$ cat config.mk
export PLATFORM = sky130hd
export DESIGN_NAME = mesh_router
export DESIGN_NICKNAME = d
export VERILOG_FILES = /design/src/rtl/mesh_router_pkg.sv /design/src/rtl/flit_fifo.sv /design/src/rtl/xy_route.sv /design/src/rtl/rr_arbiter.sv /design/src/rtl/mesh_router.sv
export SDC_FILE = /design/constraint.sdc
export NUM_CORES = 1
export LEC_CHECK = 0
export BUFFER_PORTS_ARGS = -buffer_cell sky130_fd_sc_hd__buf_2
export CORE_MARGIN = 5
export CORE_UTILIZATION = 60
export DETAILED_ROUTE_END_ITERATION = 12
export PLACE_DENSITY = 0.78
export SYNTH_ARGS = -nofsm -noshare
export SYNTH_HDL_FRONTEND = slang
export SYNTH_SLANG_ARGS = --single-unit
$ cat constraint.sdc
create_clock -name clk -period 14.7 [get_ports clk]
set_clock_uncertainty 0.2 [all_clocks]
set_input_delay 2.205 -clock clk [delete_from_list [all_inputs] [get_ports clk]]
set_output_delay 2.205 -clock clk [all_outputs]
set_load 0.05 [all_outputs]
$ cat src/rtl/mesh_router_pkg.sv
// Shared constants and types for the mesh router.
// Port numbering is fixed because neighbours and the route unit agree on it.
package mesh_router_pkg;
    localparam int NUM_PORTS = 5;
    localparam int PORT_W    = 3;
    typedef logic [PORT_W-1:0] port_t;
    localparam port_t P_LOCAL = 3'd0;
    localparam port_t P_NORTH = 3'd1;
    localparam port_t P_SOUTH = 3'd2;
    localparam port_t P_EAST  = 3'd3;
    localparam port_t P_WEST  = 3'd4;
endpackage

$ cat src/rtl/flit_fifo.sv
// Small synchronous FIFO holding flits for one input port.
// Assumes the caller never pushes when full nor pops when empty.
// The front entry is visible combinationally on dout.
module flit_fifo #(
    parameter int W     = 10,
    parameter int DEPTH = 4
) (
    input  logic         clk,
    input  logic         rst_n,
    input  logic         push,
    input  logic [W-1:0] din,
    input  logic         pop,
    output logic [W-1:0] dout,
    output logic         not_empty,
    output logic         full
);
    localparam int AW = (DEPTH > 1) ? $clog2(DEPTH) : 1;
    localparam int CW = $clog2(DEPTH + 1);

    logic [W-1:0]  mem [DEPTH];
    logic [AW-1:0] wr_ptr, rd_ptr;
    logic [CW-1:0] count;

    // Storage write, no reset needed on data.
    always_ff @(posedge clk) begin
        if (push) mem[wr_ptr] <= din;
    end

    // Pointer and occupancy update.
    always_ff @(posedge clk) begin
        if (!rst_n) begin
            wr_ptr <= '0;
            rd_ptr <= '0;
            count  <= '0;
        end else begin
            if (push) wr_ptr <= (wr_ptr == AW'(DEPTH - 1)) ? '0 : wr_ptr + 1'b1;
            if (pop)  rd_ptr <= (rd_ptr == AW'(DEPTH - 1)) ? '0 : rd_ptr + 1'b1;
            count <= count + CW'(push) - CW'(pop);
        end
    end

    // Front entry and flags.
    assign dout      = mem[rd_ptr];
    assign not_empty = (count != '0);
    assign full      = (count == CW'(DEPTH));
endmodule

$ cat src/rtl/xy_route.sv
// Dimension-order route computation: X is resolved fully before Y.
// Assumes absolute coordinates and a mesh (no wrap links).
module xy_route
    import mesh_router_pkg::*;
#(
    parameter int COORD_W = 2
) (
    input  logic [COORD_W-1:0] dest_x,
    input  logic [COORD_W-1:0] dest_y,
    input  logic [COORD_W-1:0] cur_x,
    input  logic [COORD_W-1:0] cur_y,
    output port_t              port
);
    // Pick the single productive direction, X first.
    always_comb begin
        if (dest_x > cur_x)      port = P_EAST;
        else if (dest_x < cur_x) port = P_WEST;
        else if (dest_y > cur_y) port = P_NORTH;
        else if (dest_y < cur_y) port = P_SOUTH;
        else                     port = P_LOCAL;
    end
endmodule

$ cat src/rtl/rr_arbiter.sv
// Round-robin arbiter: one-hot grant to the first requester at or after
// the pointer; the pointer moves to just past the winner on any grant.
module rr_arbiter #(
    parameter int N = 5
) (
    input  logic         clk,
    input  logic         rst_n,
    input  logic [N-1:0] req,
    output logic [N-1:0] gnt
);
    localparam int IW = (N > 1) ? $clog2(N) : 1;

    logic [IW-1:0] ptr;
    logic [IW-1:0] win;

    // Search requesters in rotating order starting at the pointer.
    always_comb begin
        gnt = '0;
        win = ptr;
        for (int off = 0; off < N; off++) begin
            int idx;
            idx = int'(ptr) + off;
            if (idx >= N) idx = idx - N;
            if (gnt == '0 && req[idx]) begin
                gnt[idx] = 1'b1;
                win      = IW'(idx);
            end
        end
    end

    // Advance the pointer past the winner.
    always_ff @(posedge clk) begin
        if (!rst_n)     ptr <= '0;
        else if (|req)  ptr <= (win == IW'(N - 1)) ? '0 : win + 1'b1;
    end
endmodule

$ cat src/rtl/mesh_router.sv
// Five-port wormhole router with XY routing.
// Flit = {head, tail, payload}; head payload [COORD_W-1:0] is dest X and
// [2*COORD_W-1:COORD_W] is dest Y. Assumes well-formed worms (head first,
// tail last) and DATA_W >= 2*COORD_W. Stages: input FIFO + route compute,
// switch allocation (registered ownership), switch traversal to the output.
module mesh_router
    import mesh_router_pkg::*;
#(
    parameter int COORD_W    = 2,
    parameter int DATA_W     = 8,
    parameter int FIFO_DEPTH = 4
) (
    input  logic                                clk,
    input  logic                                rst_n,
    input  logic [COORD_W-1:0]                  cur_x,
    input  logic [COORD_W-1:0]                  cur_y,
    input  logic [NUM_PORTS-1:0]                in_valid,
    input  logic [NUM_PORTS-1:0][DATA_W+1:0]    in_flit,
    output logic [NUM_PORTS-1:0]                in_ready,
    output logic [NUM_PORTS-1:0]                out_valid,
    output logic [NUM_PORTS-1:0][DATA_W+1:0]    out_flit,
    input  logic [NUM_PORTS-1:0]                out_ready
);
    localparam int NP       = NUM_PORTS;
    localparam int FLIT_W   = DATA_W + 2;
    localparam int HEAD_BIT = FLIT_W - 1;
    localparam int TAIL_BIT = FLIT_W - 2;

    logic [FLIT_W-1:0] f_data [NP];
    logic [NP-1:0]     f_valid, f_full, f_pop;
    port_t             rport [NP];

    logic [NP-1:0]     req [NP];
    logic [NP-1:0]     gnt [NP];
    logic [NP-1:0]     gnt_any;
    port_t             gnt_idx [NP];
    logic [NP-1:0]     in_gnt_any;
    port_t             in_gnt_out [NP];

    logic [NP-1:0]     out_busy;
    port_t             out_owner [NP];
    logic [NP-1:0]     in_locked;
    port_t             in_out [NP];

    // Per-input FIFO and route unit.
    for (genvar i = 0; i < NP; i++) begin : g_in
        flit_fifo #(.W(FLIT_W), .DEPTH(FIFO_DEPTH)) u_fifo (
            .clk(clk), .rst_n(rst_n),
            .push(in_valid[i] && !f_full[i]), .din(in_flit[i]),
            .pop(f_pop[i]), .dout(f_data[i]),
            .not_empty(f_valid[i]), .full(f_full[i])
        );
        xy_route #(.COORD_W(COORD_W)) u_route (
            .dest_x(f_data[i][COORD_W-1:0]),
            .dest_y(f_data[i][2*COORD_W-1:COORD_W]),
            .cur_x(cur_x), .cur_y(cur_y),
            .port(rport[i])
        );
        assign in_ready[i] = !f_full[i];
    end

    // Per-output arbiter.
    for (genvar o = 0; o < NP; o++) begin : g_out
        rr_arbiter #(.N(NP)) u_arb (
            .clk(clk), .rst_n(rst_n), .req(req[o]), .gnt(gnt[o])
        );
    end

    // Head flits of unlocked inputs request their free routed output.
    always_comb begin
        for (int o = 0; o < NP; o++)
            for (int i = 0; i < NP; i++)
                req[o][i] = f_valid[i] && f_data[i][HEAD_BIT] && !in_locked[i]
                            && (rport[i] == PORT_W'(o)) && !out_busy[o];
    end

    // Encode grants per output and per input.
    always_comb begin
        for (int i = 0; i < NP; i++) begin
            in_gnt_any[i] = 1'b0;
            in_gnt_out[i] = '0;
        end
        for (int o = 0; o < NP; o++) begin
            gnt_any[o] = |gnt[o];
            gnt_idx[o] = '0;
            for (int i = 0; i < NP; i++) begin
                if (gnt[o][i]) begin
                    gnt_idx[o]    = PORT_W'(i);
                    in_gnt_any[i] = 1'b1;
                    in_gnt_out[i] = PORT_W'(o);
                end
            end
        end
    end

    // Crossbar: each owned output shows its owner's front flit.
    always_comb begin
        for (int o = 0; o < NP; o++) begin
            out_flit[o]  = '0;
            out_valid[o] = 1'b0;
            for (int i = 0; i < NP; i++) begin
                if (out_owner[o] == PORT_W'(i)) begin
                    out_flit[o]  = f_data[i];
                    out_valid[o] = out_busy[o] && f_valid[i];
                end
            end
        end
    end

    // An input pops when its locked output is accepted downstream.
    always_comb begin
        for (int i = 0; i < NP; i++) begin
            f_pop[i] = 1'b0;
            for (int o = 0; o < NP; o++)
                if (in_out[i] == PORT_W'(o))
                    f_pop[i] = in_locked[i] && f_valid[i] && out_ready[o];
        end
    end

    // Output ownership: take on grant, release when the tail leaves.
    always_ff @(posedge clk) begin
        if (!rst_n) begin
            out_busy <= '0;
            for (int o = 0; o < NP; o++) out_owner[o] <= '0;
        end else begin
            for (int o = 0; o < NP; o++) begin
                if (gnt_any[o]) begin
                    out_busy[o]  <= 1'b1;
                    out_owner[o] <= gnt_idx[o];
                end else if (out_valid[o] && out_ready[o] && out_flit[o][TAIL_BIT]) begin
                    out_busy[o]  <= 1'b0;
                end
            end
        end
    end

    // Input lock: remembers the output reserved by its worm.
    always_ff @(posedge clk) begin
        if (!rst_n) begin
            in_locked <= '0;
            for (int i = 0; i < NP; i++) in_out[i] <= '0;
        end else begin
            for (int i = 0; i < NP; i++) begin
                if (in_gnt_any[i]) begin
                    in_locked[i] <= 1'b1;
                    in_out[i]    <= in_gnt_out[i];
                end else if (f_pop[i] && f_data[i][TAIL_BIT]) begin
                    in_locked[i] <= 1'b0;
                end
            end
        end
    end
endmodule

==> impl_results.md <==
- Register share of total power: 20.1%
- Effective utilization at floorplan: 60.79%
- Largest fanout on the critical path: 16
- Inserted Clock Buffers: 31
- Total setup violations reported at the end of the flow: 0
- Maximum Capacitance Violations: 0
- Syn Nets: 2,979
- Fillers: 3,295
- Power Dens Cells: 237.8 nW/um^2
- Antenna-violating nets left: 0
- Least-Margin Pin Slew: 1.362 ns
- Result of the run: finished clean
- Layout cell share with drive strength beyond 1: 14.12%
- Final count of hold timing violations: 0
- Depth of the worst register-to-register path: 18
- Final wirelength: 88.27 mm
- Die Span Y: 216.4 microns
- Sort of element at the end of the critical path: flop
- Setup repair bufs after CTS: 0
- Detail-routed net length per standard cell: 26.40 microns
- Fmax achieved: 134.0 MHz
- Portion of the post-synthesis area used by sequential elements: 32.51%
- CP required: 15.00 ns
- Fin nets: 3,023
- Leading cell type in the layout, fill and taps excluded: sky130_fd_sc_hd__nor2_1
- Reg-to-reg slack, setup: 7.24 ns
- Aggregate global routing overflow: 0
- Category of the critical setup timing path: reg -> reg
- Core footprint: 42,040 sq um
- P_sw: 3.543 mW
- Number of instances in the synthesized netlist: 2,738
- Crit path DAT: 7.76 ns
- Sum of net half-perimeters after detailed placement: 66.43 mm
- Post-route total power: 6.542 mW
- Hold Crit Depth: 2
- Switching part of the total: 54.15%
- Primary flip-flop cell chosen by synthesis mapping: sky130_fd_sc_hd__edfxtp_1
- GP Congestion: 1.004
- Clock slew at the register clock pins of the worst setup and hold paths: 0.07 ns
- Post-CTS resize count: 0
- Pin count of the biggest net entering global routing: 60
- Global-route wire length before repair: 134.3 mm
- Max_slew headroom: 8.505%
- Final standard cell area without fillers: 27,510 sq um
- Rows: 75
- Worst slack after detailed placement: 6.972 ns
- Most used cells in the layout excluding fill and tap cells: sky130_fd_sc_hd__nor2_1 (256), sky130_fd_sc_hd__nand2_1 (237), sky130_fd_sc_hd__edfxtp_1 (230), sky130_fd_sc_hd__ha_1 (165), sky130_fd_sc_hd__a21oi_1 (148)
- Synth-to-Final Area Change: 7.657%
- Smallest hold slack: 0.3564 ns
- Total via count after detailed routing: 24,070
- Share of flip-flops with an asynchronous set or reset after synthesis: 0%
- Detailed Routing Iterations Pass 1: 7
- Synthesized area per cell: 9.334 sq um
- Standby leakage power: 10.18 nW
- Worst skew pair latency: 0.59 ns
- Htree depth: 1
- Post-DR vias/cell: 7.197
- Clock network fraction of total power: 12.7%
- Count of unique library cells instantiated by Yosys: 127
- Final Slew Violations: 0
- CTS tree: yes
- Cell count after placement: 3,288
- Placed instance area: 26,450 sq um
- Number of design rule violations left after detail routing: 0
- Die area: 46,820 sq um
- Clock tree buffer depth: 3
- Quantity of hold-fixing buffers added after cts: 0
- Final period utilization: 50.76%
- Unrepaired setup endpoints after global routing: false
- Via count of the first global-routing pass: 23,120
- Cell-internal power: 3.000 mW
- Part of the total power dissipated in combinational logic: 67.2%
- Number of antenna violations at the first check in global routing: 4
- Number of clock sinks: 300
- Combined global-route utilization of all metal layers: 36.11%
- Synthesized flop and latch total: 300
- Fin Setup TNS: 0 ns
- Horizontal extent of the die: 216.4 microns
- Cell area after technology mapping: 25,560 sq um
- Worst path setup slack after routing: 7.239 ns
- CTS Root Cell: sky130_fd_sc_hd__clkbuf_16
- Share of the core filled with cells in the final layout: 65.45%
- Warnings, synthesis: 0
- Final Non-Filler Cells: 3,344
- Number of I/O pins: 126
- Iteration-0 DRC Markers: 3,341
- Maximum vdd drop: 0.2933 mV
- Kind of launch point of the worst setup path: flop
- Post-synth EDFFs: 230
- Hold Crit Class: reg -> reg
- Number of buffer cells added on primary ports: 125
- Final critical path time including I/O delays and setup: 7.461 ns
-- cell type report --
cell class / instances / area, sq um / area share [%]
multi-input cells: 2176 / 16200 / 58.89
flip-flops and latches: 300 / 8308 / 30.20
clock buffers: 38 / 843.3 / 3.065
repair buffers: 147 / 790.8 / 2.874
well taps: 539 / 674.4 / 2.451
inverters: 126 / 473.0 / 1.719
clock inverters: 17 / 219.0 / 0.7958
diodes: 1 / 2.502 / 0.009095
-- sequential cells by signal (all words and copies together), names as in the netlist, 10 cells and up, named ones only --
register / flops
g_in.u_fifo.rd_ptr: 10
g_in.u_fifo.count: 15
g_in.u_fifo.mem: 200
g_out.u_arb.ptr: 15
g_in.u_fifo.wr_ptr: 10
in_out: 15
out_owner: 15
-- power groups by stage --
stage          Combinational [mW]  Sequential (mW)  Clock [mW]
2_1_floorplan                3.22             1.17           0
3_3_place_gp                 4.16             1.30           0
3_5_place_dp                 4.23             1.32           0
4_1_cts                      4.27             1.30       0.832
5_1_grt                      4.68             1.33       0.872
6_report                     4.40             1.32       0.830
-- logic make-up after synthesis --
kind of cell,share of synthesized area [%]
muxes,11.61
AOI/OAI and AO/OA,19.82
xor gates and xnor gates,2.159
adders and majority gates,8.861
buffers and inverters,4.122
and+or+nand+nor,20.92
DFF,32.51
-- metal layers --
layer	GRT usage, %	vias up	wire length [microns]
met5	0	-	32
met4	15.31	6	4710
met3	8.471	336	9721
met2	59.51	1554	40900
met1	45.96	11580	32910
li1	-	10590	-
-- synthesized netlist by cell type (21+ instances only) --
library cell               count  area (sq um)
sky130_fd_sc_hd__nand2_1     237         889.6
sky130_fd_sc_hd__mux2i_1      79         790.8
sky130_fd_sc_hd__and2_1       42         262.8
sky130_fd_sc_hd__o211ai_1     29         217.7
sky130_fd_sc_hd__nor2b_1      35         219.0
sky130_fd_sc_hd__xnor2_1      49         429.2
sky130_fd_sc_hd__dfxtp_1      70          1401
sky130_fd_sc_hd__a31oi_1      44         275.3
sky130_fd_sc_hd__nor3_1       92         460.4
sky130_fd_sc_hd__mux2_2       28         315.3
sky130_fd_sc_hd__o21ai_0     135         675.7
sky130_fd_sc_hd__inv_1       119         446.7
sky130_fd_sc_hd__nand2b_1     36         225.2
sky130_fd_sc_hd__mux4_2       72          1622
sky130_fd_sc_hd__or3_1        32         200.2
sky130_fd_sc_hd__edfxtp_1    230          6907
sky130_fd_sc_hd__ha_1        165          2064
sky130_fd_sc_hd__and3_1       35         219.0
sky130_fd_sc_hd__clkbuf_1     96         360.4
sky130_fd_sc_hd__a22o_1       24         210.2
sky130_fd_sc_hd__o22ai_1      25         156.4
sky130_fd_sc_hd__nor2_1      256         960.9
sky130_fd_sc_hd__a211oi_1     28         210.2
sky130_fd_sc_hd__o31ai_1      27         202.7
sky130_fd_sc_hd__nand3_1      74         370.4
sky130_fd_sc_hd__a21oi_1     148         740.7
sky130_fd_sc_hd__a21o_1       21         157.7
sky130_fd_sc_hd__nand4_1      36         225.2
sky130_fd_sc_hd__nor4_1       39         244.0
-- path summary, 6_finish.rpt --
path                                          startpoint               endpoint
worst min-delay path            g_in[2].u_fifo.rd_ptr[1]                   flop
worst max register to register                      flop  g_out[4].u_arb.ptr[2]
worst max-delay path                                flop  g_out[4].u_arb.ptr[2]
worst min register to register  g_in[2].u_fifo.rd_ptr[1]                   flop
-- critical path: stages, from the launching register on --
cell	delay, ns
sky130_fd_sc_hd__dfxtp_1	0.98
sky130_fd_sc_hd__mux2_2	0.44
sky130_fd_sc_hd__o21ai_0	0.87
sky130_fd_sc_hd__ha_1	0.31
sky130_fd_sc_hd__nor2b_1	0.11
sky130_fd_sc_hd__nor3_1	0.44
sky130_fd_sc_hd__nand2_1	0.32
sky130_fd_sc_hd__a211oi_2	0.31
sky130_fd_sc_hd__nor4b_4	0.37
sky130_fd_sc_hd__nor2_1	0.27
sky130_fd_sc_hd__a41oi_1	0.53
sky130_fd_sc_hd__nand3_1	0.29
sky130_fd_sc_hd__nor3b_1	0.36
sky130_fd_sc_hd__a2111oi_0	0.13
sky130_fd_sc_hd__a211oi_1	0.41
sky130_fd_sc_hd__inv_1	0.09
sky130_fd_sc_hd__ha_1	0.20
sky130_fd_sc_hd__or4_1	0.53
sky130_fd_sc_hd__a31oi_1	0.21
Note: power is estimated with default switching activity, not from simulation.
